### src/rtl/colmap_pkg.sv
package colmap_pkg;

  localparam int CODE_W = 3;

  typedef logic [CODE_W-1:0] pg_code_t;

  // code for an uninstalled slot or an unsupported column count
  localparam pg_code_t CODE_OFF = 3'd7;

endpackage

### src/rtl/colmap_cfg.sv
module colmap_cfg
  import colmap_pkg::*;
#(
  parameter int MIN_COLS = 7,
  parameter int MAX_COLS = 12,
  parameter int CNT_W    = 4
) (
  input  logic             clk,
  input  logic             rst,
  input  logic             we_i,
  input  logic [CNT_W-1:0] cols_i,
  output pg_code_t         code_o
);

  pg_code_t code_d;
  pg_code_t code_q;

  // column-bit count -> page code; unsupported counts fall to CODE_OFF
  always_comb begin
    if (cols_i >= CNT_W'(MIN_COLS) && cols_i <= CNT_W'(MAX_COLS))
      code_d = CODE_W'(cols_i - CNT_W'(MIN_COLS));
    else
      code_d = CODE_OFF;
  end

  always_ff @(posedge clk) begin
    if (rst)
      code_q <= CODE_OFF;
    else if (we_i)
      code_q <= code_d;
  end

  assign code_o = code_q;

endmodule

### src/rtl/colmap_lane.sv
module colmap_lane #(
  parameter int SRC   = 0,
  parameter int CNT_W = 4
) (
  input  logic [CNT_W-1:0] ncol_i,
  input  logic             bit_i,
  output logic             pin_o
);

  // the column bit at field position SRC exists only if the field is wider
  assign pin_o = (ncol_i > CNT_W'(SRC)) & bit_i;

endmodule

### src/rtl/colpin_map.sv
module colpin_map
  import colmap_pkg::*;
#(
  parameter int MA_W     = 13,
  parameter int AP_PIN   = 10,
  parameter int OFS      = 3,
  parameter int MIN_COLS = 7,
  parameter int MAX_COLS = 12,
  parameter int CNT_W    = 4,
  parameter int PA_W     = MAX_COLS + OFS
) (
  input  logic             clk,
  input  logic             rst,
  input  logic             cfg_we_i,
  input  logic [CNT_W-1:0] cfg_cols_i,
  input  logic [PA_W-1:0]  pa_i,
  input  logic             ap_req_i,
  output logic [MA_W-1:0]  ma_o,
  output logic             ma_vld_o
);

  localparam int WA_W     = PA_W - OFS;
  localparam int CODE_MAX = MAX_COLS - MIN_COLS;

  pg_code_t          code_q;
  logic              code_ok;
  logic [CNT_W-1:0]  ncol;
  logic [WA_W-1:0]   wa;
  logic [MA_W-1:0]   map_w;
  logic [MA_W-1:0]   ma_q;
  logic              vld_q;

  colmap_cfg #(
    .MIN_COLS (MIN_COLS),
    .MAX_COLS (MAX_COLS),
    .CNT_W    (CNT_W)
  ) u_cfg (
    .clk    (clk),
    .rst    (rst),
    .we_i   (cfg_we_i),
    .cols_i (cfg_cols_i),
    .code_o (code_q)
  );

  assign code_ok = (code_q <= CODE_W'(CODE_MAX));
  assign ncol    = CNT_W'(code_q) + CNT_W'(MIN_COLS);

  // 8-byte bus: drop the byte offset, leaving the word address
  assign wa = WA_W'(pa_i >> OFS);

  for (genvar p = 0; p < MA_W; p++) begin : g_pin
    if (p == AP_PIN) begin : g_ap
      assign map_w[p] = ap_req_i;
    end else begin : g_col
      localparam int SRC = (p < AP_PIN) ? p : p - 1;
      if (SRC < WA_W) begin : g_live
        colmap_lane #(
          .SRC   (SRC),
          .CNT_W (CNT_W)
        ) u_lane (
          .ncol_i (ncol),
          .bit_i  (wa[SRC]),
          .pin_o  (map_w[p])
        );
      end else begin : g_tie
        assign map_w[p] = 1'b0;
      end
    end
  end

  always_ff @(posedge clk) begin
    if (rst) begin
      ma_q  <= '0;
      vld_q <= 1'b0;
    end else begin
      ma_q  <= code_ok ? map_w : '0;
      vld_q <= code_ok;
    end
  end

  assign ma_o     = ma_q;
  assign ma_vld_o = vld_q;

endmodule

### config.mk
export PLATFORM = sky130hd
export DESIGN_NAME = colpin_map
export DESIGN_NICKNAME = d
export VERILOG_FILES = /design/src/rtl/colmap_pkg.sv /design/src/rtl/colmap_cfg.sv /design/src/rtl/colmap_lane.sv /design/src/rtl/colpin_map.sv
export SDC_FILE = /design/constraint.sdc
export NUM_CORES = 1
export LEC_CHECK = 0
export BUFFER_PORTS_ARGS = -buffer_cell sky130_fd_sc_hd__buf_2
export CAP_MARGIN = 15
export CORE_ASPECT_RATIO = 0.9
export CORE_UTILIZATION = 42
export DETAILED_ROUTE_END_ITERATION = 6
export PLACE_DENSITY = 0.79
export SYNTH_ARGS = -nofsm -noshare
export SYNTH_HDL_FRONTEND = slang
export SYNTH_SLANG_ARGS = --single-unit
### constraint.sdc
create_clock -name clk -period 2 [get_ports clk]
set_input_delay 0.2 -clock clk [delete_from_list [all_inputs] [get_ports clk]]
set_output_delay 0.2 -clock clk [all_outputs]
set_load 0.03 [all_outputs]
== Word level (Yosys, flattened, before mapping) ==
Cells that the tools add are included.
Storage, ports and cells
  bits in registers: 17
  input port bits: 23
  output and inout port bits: 14
  word-level logic and storage cells: 36
Cells by class
  add/sub/neg operators: 2
  $lt $le $gt $ge: 15
  muxes and demuxes: 1
  bitwise gates (word level): 13
  reduce and logical (&&, ||, !) cells: 2
Operator list (number)
  4-bit by 3-bit > comparator with 1-bit output, second input constant: 4
  4-bit > comparator, second input constant: 4
  1-bit AND: 12
  4-bit by 1-bit > comparator with 1-bit output, second input constant: 2
  4-bit by 2-bit > comparator with 1-bit output, second input constant: 2
  3-bit by 3-bit adder with 4-bit output, second input constant: 1
  4-bit by 3-bit >= comparator with 1-bit output, second input constant: 1
  4-bit less-or-equal comparator, second input constant: 1
  3-bit less-or-equal comparator, second input constant: 1
  3-bit two-way mux: 1
  3-bit subtractor, second input constant: 1
  2-bit OR reduction: 1
  1-bit logical AND: 1
  1-bit inverter: 1

== Depth between registers and ports, before layout ==
Gate-level depths: netlist of run 1.
  word-level depth: 3
  gate-level depth with buffers: 5

== Modules after synthesis ==
A second synthesis of run 1 with hierarchy kept.
Unflattened totals
  cell total of the unflattened synthesis: 92
  area, all modules: 872.1 sq um
Modules (own cells, without submodules)
  colpin_map: times used 1, cells each 54, area each 578.1 sq um, seq. area each 280.3 sq um
  colmap_cfg: times used 1, cells each 19, area each 165.2 sq um, seq. area each 60.1 sq um
  colmap_lane at g_pin[8].g_col.g_live.u_lane ...: times used 2, cells each 1, area each 10.0 sq um, seq. area each 0.0 sq um
  colmap_lane at g_pin[4].g_col.g_live.u_lane: times used 1, cells each 3, area each 18.8 sq um, seq. area each 0.0 sq um
  colmap_lane at g_pin[2].g_col.g_live.u_lane: times used 1, cells each 2, area each 13.8 sq um, seq. area each 0.0 sq um
  colmap_lane at g_pin[11].g_col.g_live.u_lane: times used 1, cells each 3, area each 12.5 sq um, seq. area each 0.0 sq um
  colmap_lane at g_pin[12].g_col.g_live.u_lane ...: times used 2, cells each 1, area each 6.3 sq um, seq. area each 0.0 sq um
  colmap_lane at g_pin[6].g_col.g_live.u_lane: times used 1, cells each 2, area each 12.5 sq um, seq. area each 0.0 sq um
  colmap_lane at g_pin[0].g_col.g_live.u_lane: times used 1, cells each 1, area each 11.3 sq um, seq. area each 0.0 sq um
  colmap_lane at g_pin[5].g_col.g_live.u_lane: times used 1, cells each 2, area each 11.3 sq um, seq. area each 0.0 sq um
  colmap_lane at g_pin[1].g_col.g_live.u_lane: times used 1, cells each 1, area each 8.8 sq um, seq. area each 0.0 sq um
  colmap_lane at g_pin[3].g_col.g_live.u_lane: times used 1, cells each 1, area each 7.5 sq um, seq. area each 0.0 sq um

== Worst setup path before layout of run 1 ==
No wires, ideal clock.
  path type: reg2reg
  start point: register u_cfg.code_q[0] (netlist: u_cfg.code_o[0])
  end point: register ma_q[11] (netlist: ma_o[11])
  setup time: 0.115 ns
  data arrival time: 1.273 ns
  data required time: 1.885 ns
  slack: 0.612 ns
  cell stages (with the launch flop): 6
  path buffers: 0
  path through: dfxtp_1 -> inv_1 -> ha_1 -> xnor2_1 -> o21ai_0 -> and3_1
On the way
  cells in the longest elaborated chain, start to end: 3
  elaborated cells on any way between the ends: 6
  those cells by class: add/sub: 1; order compare: 2; bitwise: 2; reduce/logical: 1
Ends and longest elaborated chain
  from (decl): RTL line colmap_cfg.sv:16  | pg_code_t code_q;
  from (signal assigned): RTL line colmap_cfg.sv:30  | code_q <= code_d;
  3-bit by 3-bit adder with 4-bit output or 3-bit less-or-equal comparator (tied branches): RTL line colpin_map.sv:46, colpin_map.sv:45
  4-bit > comparator or 1-bit inverter (tied branches)
  1-bit AND or 2-bit OR reduction (tied branches)
  to (signal assigned): RTL line colpin_map.sv:76  | ma_q <= code_ok ? map_w : '0;
  to (decl): RTL line colpin_map.sv:30  | logic [MA_W-1:0] ma_q;
Several ways; a longest one is shown, not always the timed one.
A chain may end at the register's enable or synchronous reset.

== Final worst setup path of run 1 ==
Ends and elaborated chain as after synthesis.

==> results.yml, run 1 <==
outcome:
  status: "completed"
power:
  p_switching_mw: 0.1584
  power_mw: 0.6203
  p_comb_share_pct: 13.6
  power.density_nw_per_um2: 668.2
  swShare_pct: 25.54
  clkPwrFrac_pct: 28.5
  p_int_mw: 0.4619
  leakage_nw: 0.4957
  peakVddDrop_uv: 278.1
  power_frac_seq_pct: 57.9
setup_path:
  path_class: "reg -> reg"
  cp_max_fo: 9
  end_kind: "register"
  crit_arrival_ns: 1.78
  worstSetupStartpointType: "register"
  cp.required_ns: 2.19
  reg2reg_slack_ns: 0.41
grt:
  grt_pass1_vias: 491
  grt_overflow: 0
  grt_antenna_before_repair: 0
  grt_pass1_wl_mm: 1.863
  grt_start_max_net_pins: 11
  gr-usage-all-layers_pct: 14.46
sta:
  tns_ns: 0
  setup_violations: 0
  hold_ws_ns: 0.1070
  slew_violations: 0
  slew_headroom_pct: 78.62
  hold_viol: 0
  fin_crit_sh_pct: 79.34
  max_freq_mhz: 630.2
  setup_slack_ns: 0.4132
  tightest_slew_ns: 0.3203
  clock-skew-final_ns: 0.002609
  fin_crit_ns: 1.587
  rsz0062_at_grt: "false"
place:
  port_buffers: 33
  place_inst: 123
  dpl_cell_area_um2: 900.9
  place.gp.congestion: 0.7033
  hpwl_mm: 1.007
  post-place-ws_ns: 0.4378
clock_network:
  post_cts_buffers: 0
  clock_sinks: 17
  cts_buffers: 3
  hold_buffers: 0
  clockBufferDepth: 2
  path_clk_slew_ns: 0.09
  htreeDepth: 1
  cts.repair.resized: 0
  root_buffer: "clkbuf_4"
  clk_latency_ns: 0.29
  cts_tree: "yes"
yosys:
  ys.flop_type: "dfxtp_1"
  ys_types: 18
  mappedNetlistArea_um2: 708.2
  synth_top_cells_by_count: "dfxtp_1 (17), and3_1 (10), ha_1 (7)"
  synth.top_cell.area_share_pct: 48.06
  seq_area_frac_synth_pct: 48.06
  synth-seq-cells: 17
  async_flop_share_pct: 0
  avgSynthCellArea_um2: 10.41
  synth_area_leader_cell: "dfxtp_1"
  ys_warn_count: 0
  synthCells: 68
  synthTopCellsByArea: "dfxtp_1 (48%), ha_1 (12%), and3_1 (8.8%)"
  synth_nets: 98
  yosysMostFrequentCell: "dfxtp_1"
  synth-edff-count: 0
final_layout:
  fin_cells: 127
  register_area_um2: 340.3
  n_antenna_cell: 0
  syn2layout_area_growth_pct: 31.10
  fillerInstances: 143
  drive_gt1_share_pct: 40.95
  fin_util_pct: 61.37
  nets: 136
  fin_area_um2: 928.4
  multi_input_area_um2: 345.3
drt:
  ant_nets: 0
  firstDrtPassIters: 3
  vias_per_cell: 4.638
  wl_per_cell_um: 9.622
  drt_iter0_drc: 2
  vias: 589
  post-route-drc-count: 0
  finalWirelength_mm: 1.222
floorplanning:
  start_util_pct: 46.82
  die-area_um2: 1855
  io_pins: 37
  die_w_um: 45.29
  rows: 13
  core_um2: 1513
  die_h_um: 40.96
run:
  maxCapViolCount: 0
min_path:
  hp-class: "in -> reg"
[cell type report]
class | instances | area share (%)
Clock buffer | 3 | 2.426
Clock inverter | 1 | 0.5391
Inverter | 6 | 2.426
Multi-Input combinational cell | 45 | 37.20
Sequential cell | 17 | 36.66
Tap cell | 22 | 2.965
Timing Repair Buffer | 33 | 17.79
[state kept, by name (all words and copies together), names as in the netlist]
register      count
ma_vld_o          1
ma_o             13
u_cfg.code_o      3
[worst max-delay path, cell delays in order, from the launching register on]
cell	delay [ns]
dfxtp_1	0.52
inv_1	0.11
ha_1	0.26
xnor2_1	0.28
o21ai_0	0.13
and3_1	0.19
[power by group through the flow]
stage / Sequential [mW] / Clock (mW) / Combinational (mW)
2_1_floorplan: 0.386 / 0 / 0.0298
3_3_place_gp: 0.367 / 0 / 0.0835
3_5_place_dp: 0.367 / 0 / 0.0853
4_1_cts: 0.359 / 0.183 / 0.0857
5_1_grt: 0.361 / 0.193 / 0.0949
6_report: 0.359 / 0.177 / 0.0846
[metal layers]
layer / global-route usage [%] / vias to the layer above / routed length (um)
li1: - / 310 / -
met4: 6.818 / 0 / 21
met2: 28.62 / 25 / 593
met3: 3.084 / 2 / 78
met5: 0 / - / 0
met1: 14.78 / 252 / 528
[worst paths after layout]
| kind | endpoint | cells past startpoint | startpoint |
|---|---|---|---|
| worst min-delay path | ma_o[7] | 2 | pa_i[10] |
| worst max register to register | ma_o[11] | 5 | u_cfg.code_o[0] |
| worst max-delay path | ma_o[11] | 5 | u_cfg.code_o[0] |
| worst min register to register | u_cfg.code_o[1] | 2 | u_cfg.code_o[1] |
[placed cells by master (no fill, tap or decap), drive strengths merged]
| cell | n |
|---|---|
| xnor2 | 2 |
| nor3 | 4 |
| a211oi | 1 |
| buf | 33 |
| and2 | 2 |
| dfxtp | 17 |
| o21ai | 5 |
| o31ai | 1 |
| clkinv | 1 |
| o21ba | 1 |
| nand2 | 3 |
| and3 | 10 |
| nor4 | 1 |
| clkbuf | 3 |
| ha | 7 |
| a21oi | 5 |
| nor4b | 1 |
| inv | 6 |
| and3b | 2 |
[cells by family after synthesis]
family,Yosys count,share of synthesized area [%]
and+or+nand+nor,23,22.08
DFF,17,48.06
AOI/OAI and AO/OA,13,11.84
adders and majority gates,7,12.37
buffers and inverters,6,3.180
xor gates and xnor gates,2,2.474
(Power assumes the default switching activity.)
==> inputs of run 2 (changes only) <==
- CORE_UTILIZATION: 42 -> 38
- PLACE_DENSITY: 0.79 -> 0.76
- clock period: 2 -> 1.35 ns (I/O delays scaled with it)
==> run 2 against run 1 <==
  * Die area up 10%
  * Power up 51%
  * Global-route usage up 0.47 points
  * Final cell count up 3.1%
  * Wire length up 5.2%
  * Worst setup slack worse by 0.32 ns
  * Register-to-register slack worse by 0.32 ns
  * Flip-flop and latch count unchanged
  * Combinational power up 74%
  * Critical path type unchanged
==> results.yml, run 2 (synthesis results as in run 1) <==
sta:
  max_freq_mhz: 796.6
  hold_ws_ns: 0.04368
  hold_viol: 0
  fin_crit_ns: 1.255
  slew_headroom_pct: 80.63
  fin_crit_sh_pct: 92.99
  slew_violations: 0
  rsz0062_at_grt: "false"
  tightest_slew_ns: 0.2898
  tns_ns: 0
  clock-skew-final_ns: 0.003118
  setup_violations: 0
min_path:
  whs_path_depth: 2
  holdPathEnd: "ma_o[7]"
  hp-class: "in -> reg"
  worstHoldStart: "pa_i[10]"
place:
  hpwl_mm: 1.035
  place_inst: 127
  port_buffers: 33
  place.gp.congestion: 0.7178
setup_path:
  cp_max_fo: 5
  path_class: "reg -> reg"
  crit_buf_inv: 1
  reg2reg_slack_ns: 0.09
  max_stage_delay_ns: 0.38
  worstPathCellList: "inv_1 -> ha_2 -> nor4_4 -> o21ai_0 -> and3_1"
  worst_r2r_path_depth: 5
  crit_family: "flip-flops"
  cp.required_ns: 1.54
  rr_startpoint: "u_cfg.code_o[0]"
  r2r-end: "ma_o[2]"
  crit_slowest_cell: "dfxtp_4"
  end_kind: "register"
  crit_arrival_ns: 1.44
  worstSetupStartpointType: "register"
final_layout:
  nets: 138
  largest_reg_flops: 13
  n_antenna_cell: 0
  syn2layout_area_growth_pct: 40.64
  layout_commonest_cell: "buf_2"
  fillerInstances: 183
  drive_gt1_share_pct: 44.86
  final_cell_mix: "buf_2 (33), dfxtp_1 (15), and3_1 (10)"
  fin_cells: 131
  multi_input_area_um2: 391.6
  fin_util_pct: 58.02
  register_area_um2: 345.3
floorplanning:
  core_um2: 1717
  io_pins: 37
  die_w_um: 47.51
  rows: 14
  die_h_um: 42.96
  start_util_pct: 41.25
  die-area_um2: 2041
clock_network:
  root_buffer: "clkbuf_4"
  clock_sinks: 17
  clockBufferDepth: 2
  cts_buffers: 3
  cts_tree: "yes"
  clk_latency_ns: 0.29
  htreeDepth: 1
  path_clk_slew_ns: 0.09
  post_cts_buffers: 0
grt:
  grt_overflow: 0
  grt_antenna_before_repair: 0
  grt_pass1_wl_mm: 2.145
  grt_start_max_net_pins: 10
  gr-usage-all-layers_pct: 14.93
  grt_pass1_vias: 528
power:
  peakVddDrop_uv: 529.7
  leakage_nw: 0.5233
  power_mw: 0.9356
  power.density_nw_per_um2: 939.4
drt:
  top_layer: "met4"
  met1Wirelength_um: 569
  finalWirelength_mm: 1.286
  wl_met3_um: 88
  drt_iter0_drc: 0
  firstDrtPassIters: 1
  ant_nets: 0
  vias: 604
  post-route-drc-count: 0
  wl_met2_um: 598
  wl_per_cell_um: 9.817
  vias_per_cell: 4.611
run:
  maxCapViolCount: 0
outcome:
  status: "completed"
run 2: timing repair:
action,in CTS,in global routing
hold buffers,0,0
pin swaps,1,2
endpoints found under the setup margin,1,13
resized for setup,2,7
run 2: how the worst max path moves through the flow:
stage / startpoint / endpoint / slack, ns / cells after the start
2_1_floorplan: u_cfg.code_o[1] / ma_o[11] / 0.005 / 5
3_3_place_gp: u_cfg.code_o[0] / ma_o[2] / 0.02 / 5
3_5_place_dp: u_cfg.code_o[0] / ma_o[2] / -0.003 / 5
5_1_grt: u_cfg.code_o[0] / ma_o[2] / 0.003 / 5
4_1_cts: u_cfg.code_o[0] / ma_o[2] / 0.004 / 5
6_report: u_cfg.code_o[0] / ma_o[2] / 0.09 / 5
run 2: per-layer routing:
metal  up-vias  track usage, %
met1       258           18.60
met5         -               0
li1        315               -
met4         0           10.29
met2        27           21.37
met3         4           4.255
run 2: final cells by class:
class / instances / share of cell area, %
flip-flops and latches: 17 / 34.67
multi-input cells: 45 / 39.32
clock buffers: 4 / 2.638
inverters: 6 / 2.261
repair buffers: 35 / 18.09
well taps: 24 / 3.015
run 2: report_power, final:
group,leakage (nW),internal (mW),switching [mW]
Clock,0.0150,0.115,0.144
Combinational,0.371,0.0646,0.0819
Sequential,0.138,0.519,0.0112
run 2: metrics by stage:
| step | worst slack [ns] | area, um2 |
|---|---|---|
| after floorplan | 0.005431 | 709.4 |
| final | 0.09465 | 996.0 |
| after global routing | 0.002916 | 996.0 |
| after CTS | 0.003869 | 957.2 |
| after global placement | 0.02377 | 919.6 |
| after detailed placement | -0.003069 | 919.6 |
==> inputs of run 3 (changes only) <==
- ABC_AREA: unset -> 1
- CORE_MARGIN: unset -> 2
- CORE_UTILIZATION: 38 -> 40
- PLACE_DENSITY: 0.76 -> 0.77
==> run 3 against run 2 <==
  * Critical path depth rose by 1
  * Maximum frequency rose by 3.0%
  * Non-clock buffer count did not move
  * Final cell count rose by 28%
  * Critical endpoint unchanged
==> results.yml, run 3 <==
outcome:
  status: "completed"
grt:
  gr-usage-all-layers_pct: 14.62
  grt_antenna_before_repair: 0
  grt_pass1_wl_mm: 2.484
  grt_start_max_net_pins: 11
  grt_overflow: 0
  grt_pass1_vias: 620
final_layout:
  final_cell_mix: "buf_2 (33), nand2_1 (22), nor2_1 (17)"
  register_area_um2: 341.6
  largest_reg_flops: 13
  fillerInstances: 196
  nets: 174
  drive_gt1_share_pct: 32.87
  syn2layout_area_growth_pct: 30.96
  layout_commonest_cell: "buf_2"
  n_antenna_cell: 0
  multi_input_area_um2: 390.4
yosys:
  mappedNetlistArea_um2: 792.0
  synthTopCellsByArea: "dfxtp_1 (43%), ha_1 (11%), nand2_1 (11%)"
  synthCells: 104
  synth_nets: 134
  avgSynthCellArea_um2: 7.615
  synth_top_cells_by_count: "nand2_1 (23), nor2_1 (18), dfxtp_1 (17)"
  synth.top_cell.area_share_pct: 42.97
  synth_area_leader_cell: "dfxtp_1"
  synth-seq-cells: 17
  yosysMostFrequentCell: "nand2_1"
  ys_types: 14
  ys.flop_type: "dfxtp_1"
  synth-edff-count: 0
  seq_area_frac_synth_pct: 42.97
  async_flop_share_pct: 0
  ys_warn_count: 0
setup_path:
  end_kind: "register"
  cp.required_ns: 1.55
  worstSetupStartpointType: "register"
  cp_max_fo: 5
  path_class: "reg -> reg"
  crit_arrival_ns: 1.42
power:
  p_int_mw: 0.7210
  power.density_nw_per_um2: 996.3
  peakVddDrop_uv: 448.5
  clkPwrFrac_pct: 26.3
  swShare_pct: 30.23
  power_mw: 1.033
  p_switching_mw: 0.3124
  p_comb_share_pct: 21.5
  leakage_nw: 0.6027
  power_frac_seq_pct: 52.2
clock_network:
  clockBufferDepth: 2
  clock_sinks: 17
  clk_latency_ns: 0.29
  hold_buffers: 0
  cts_buffers: 3
  cts_tree: "yes"
  root_buffer: "clkbuf_4"
  path_clk_slew_ns: 0.10
  post_cts_buffers: 0
  cts.repair.resized: 0
  htreeDepth: 1
place:
  hpwl_mm: 1.251
  port_buffers: 33
  place.gp.congestion: 0.7607
sta:
  max_freq_mhz: 820.6
  rsz0062_at_grt: "false"
  tightest_slew_ns: 0.2031
  hold_viol: 0
  hold_ws_ns: 0.03995
  slew_violations: 0
  setup_violations: 0
  fin_crit_ns: 1.219
  slew_headroom_pct: 86.41
  clock-skew-final_ns: 0.003824
  fin_crit_sh_pct: 90.27
  tns_ns: 0
floorplanning:
  io_pins: 37
  die-area_um2: 2353
  die_h_um: 46.22
  die_w_um: 50.91
  core_um2: 1896
  start_util_pct: 41.78
  rows: 15
drt:
  finalWirelength_mm: 1.536
  post-route-drc-count: 0
  wl_per_cell_um: 9.143
  vias_per_cell: 4.327
  firstDrtPassIters: 4
  vias: 727
  ant_nets: 0
  drt_iter0_drc: 9
min_path:
  hp-class: "in -> reg"
run:
  maxCapViolCount: 0
-- run 3: changes by cell type after synthesis, moves of 2 or more --
cell	change
and2_1	-2
and3_1	-10
and3b_1	-2
inv_1	+10
nand2_1	+20
nand3_1	+8
nor2_1	+18
nor2_4	+2
nor3_1	-3
xnor2_1	-2
-- run 3: power groups by stage --
stage	clock network [mW]	logic (mW)	registers (mW)
global route	0.305	0.250	0.543
global placement	0	0.216	0.550
detailed placement	0	0.222	0.551
finish	0.272	0.222	0.539
CTS	0.282	0.223	0.539
floorplan	0	0.0954	0.598
-- run 3: layout make-up --
type	count	area share (%)
repair buffers	35	17.37
inverters	17	6.393
multi-input cells	70	37.64
flip-flops and latches	17	32.93
clock inverters	1	0.4825
well taps	25	3.016
clock buffers	3	2.171
-- run 3: cells by family (layout without fill, tap and decap cells) --
logic type      count (synthesis)  in the layout  share of synthesized area (%)
compound gates                  9              9                          6.004
fa+ha+maj                       7              7                          11.06
buf+inv                        17             56                          8.374
flops                          17             17                          42.97
simple gates                   54             54                          31.60
-- run 3: per-layer routing --
metal / vias to the layer above / track usage, % / share of wire, %
met5: - / 0 / 0
met4: 0 / 9.730 / 2.7
met3: 4 / 3.247 / 5.7
met2: 21 / 23.90 / 48
met1: 307 / 17.45 / 44
li1: 395 / - / -
-- run 3: final timing paths --
kind / startpoint / end / slack [ns] / cells after the start
setup / recovery: u_cfg.code_o[0] / ma_o[2] / 0.13 / 6
hold / removal: ap_req_i / ma_o[10] / 0.04 / 3
setup reg to reg: u_cfg.code_o[0] / ma_o[2] / 0.13 / 6
hold reg to reg: u_cfg.code_o[0] / u_cfg.code_o[0] / 0.52 / 2
-- run 3: critical path, cell delays in order, from the launching register on --
cell     delay, ns
dfxtp_2       0.37
inv_1         0.06
ha_1          0.25
nor2_2        0.13
nand2_2       0.10
o21ai_0       0.16
nor2_1        0.05
-- run 3: per-stage QoR --
stage          setup WS (ns)  utilization (%)  cells  cell area (um2)
3_3_place_gp         0.09703            52.94    164             1003
3_5_place_dp         0.05091            52.94    164             1003
4_1_cts              0.02949            54.39    168             1031
5_1_grt              0.01505            54.72    168             1037
6_report              0.1313            54.72    168             1037
2_1_floorplan        0.07100                -    104            792.0
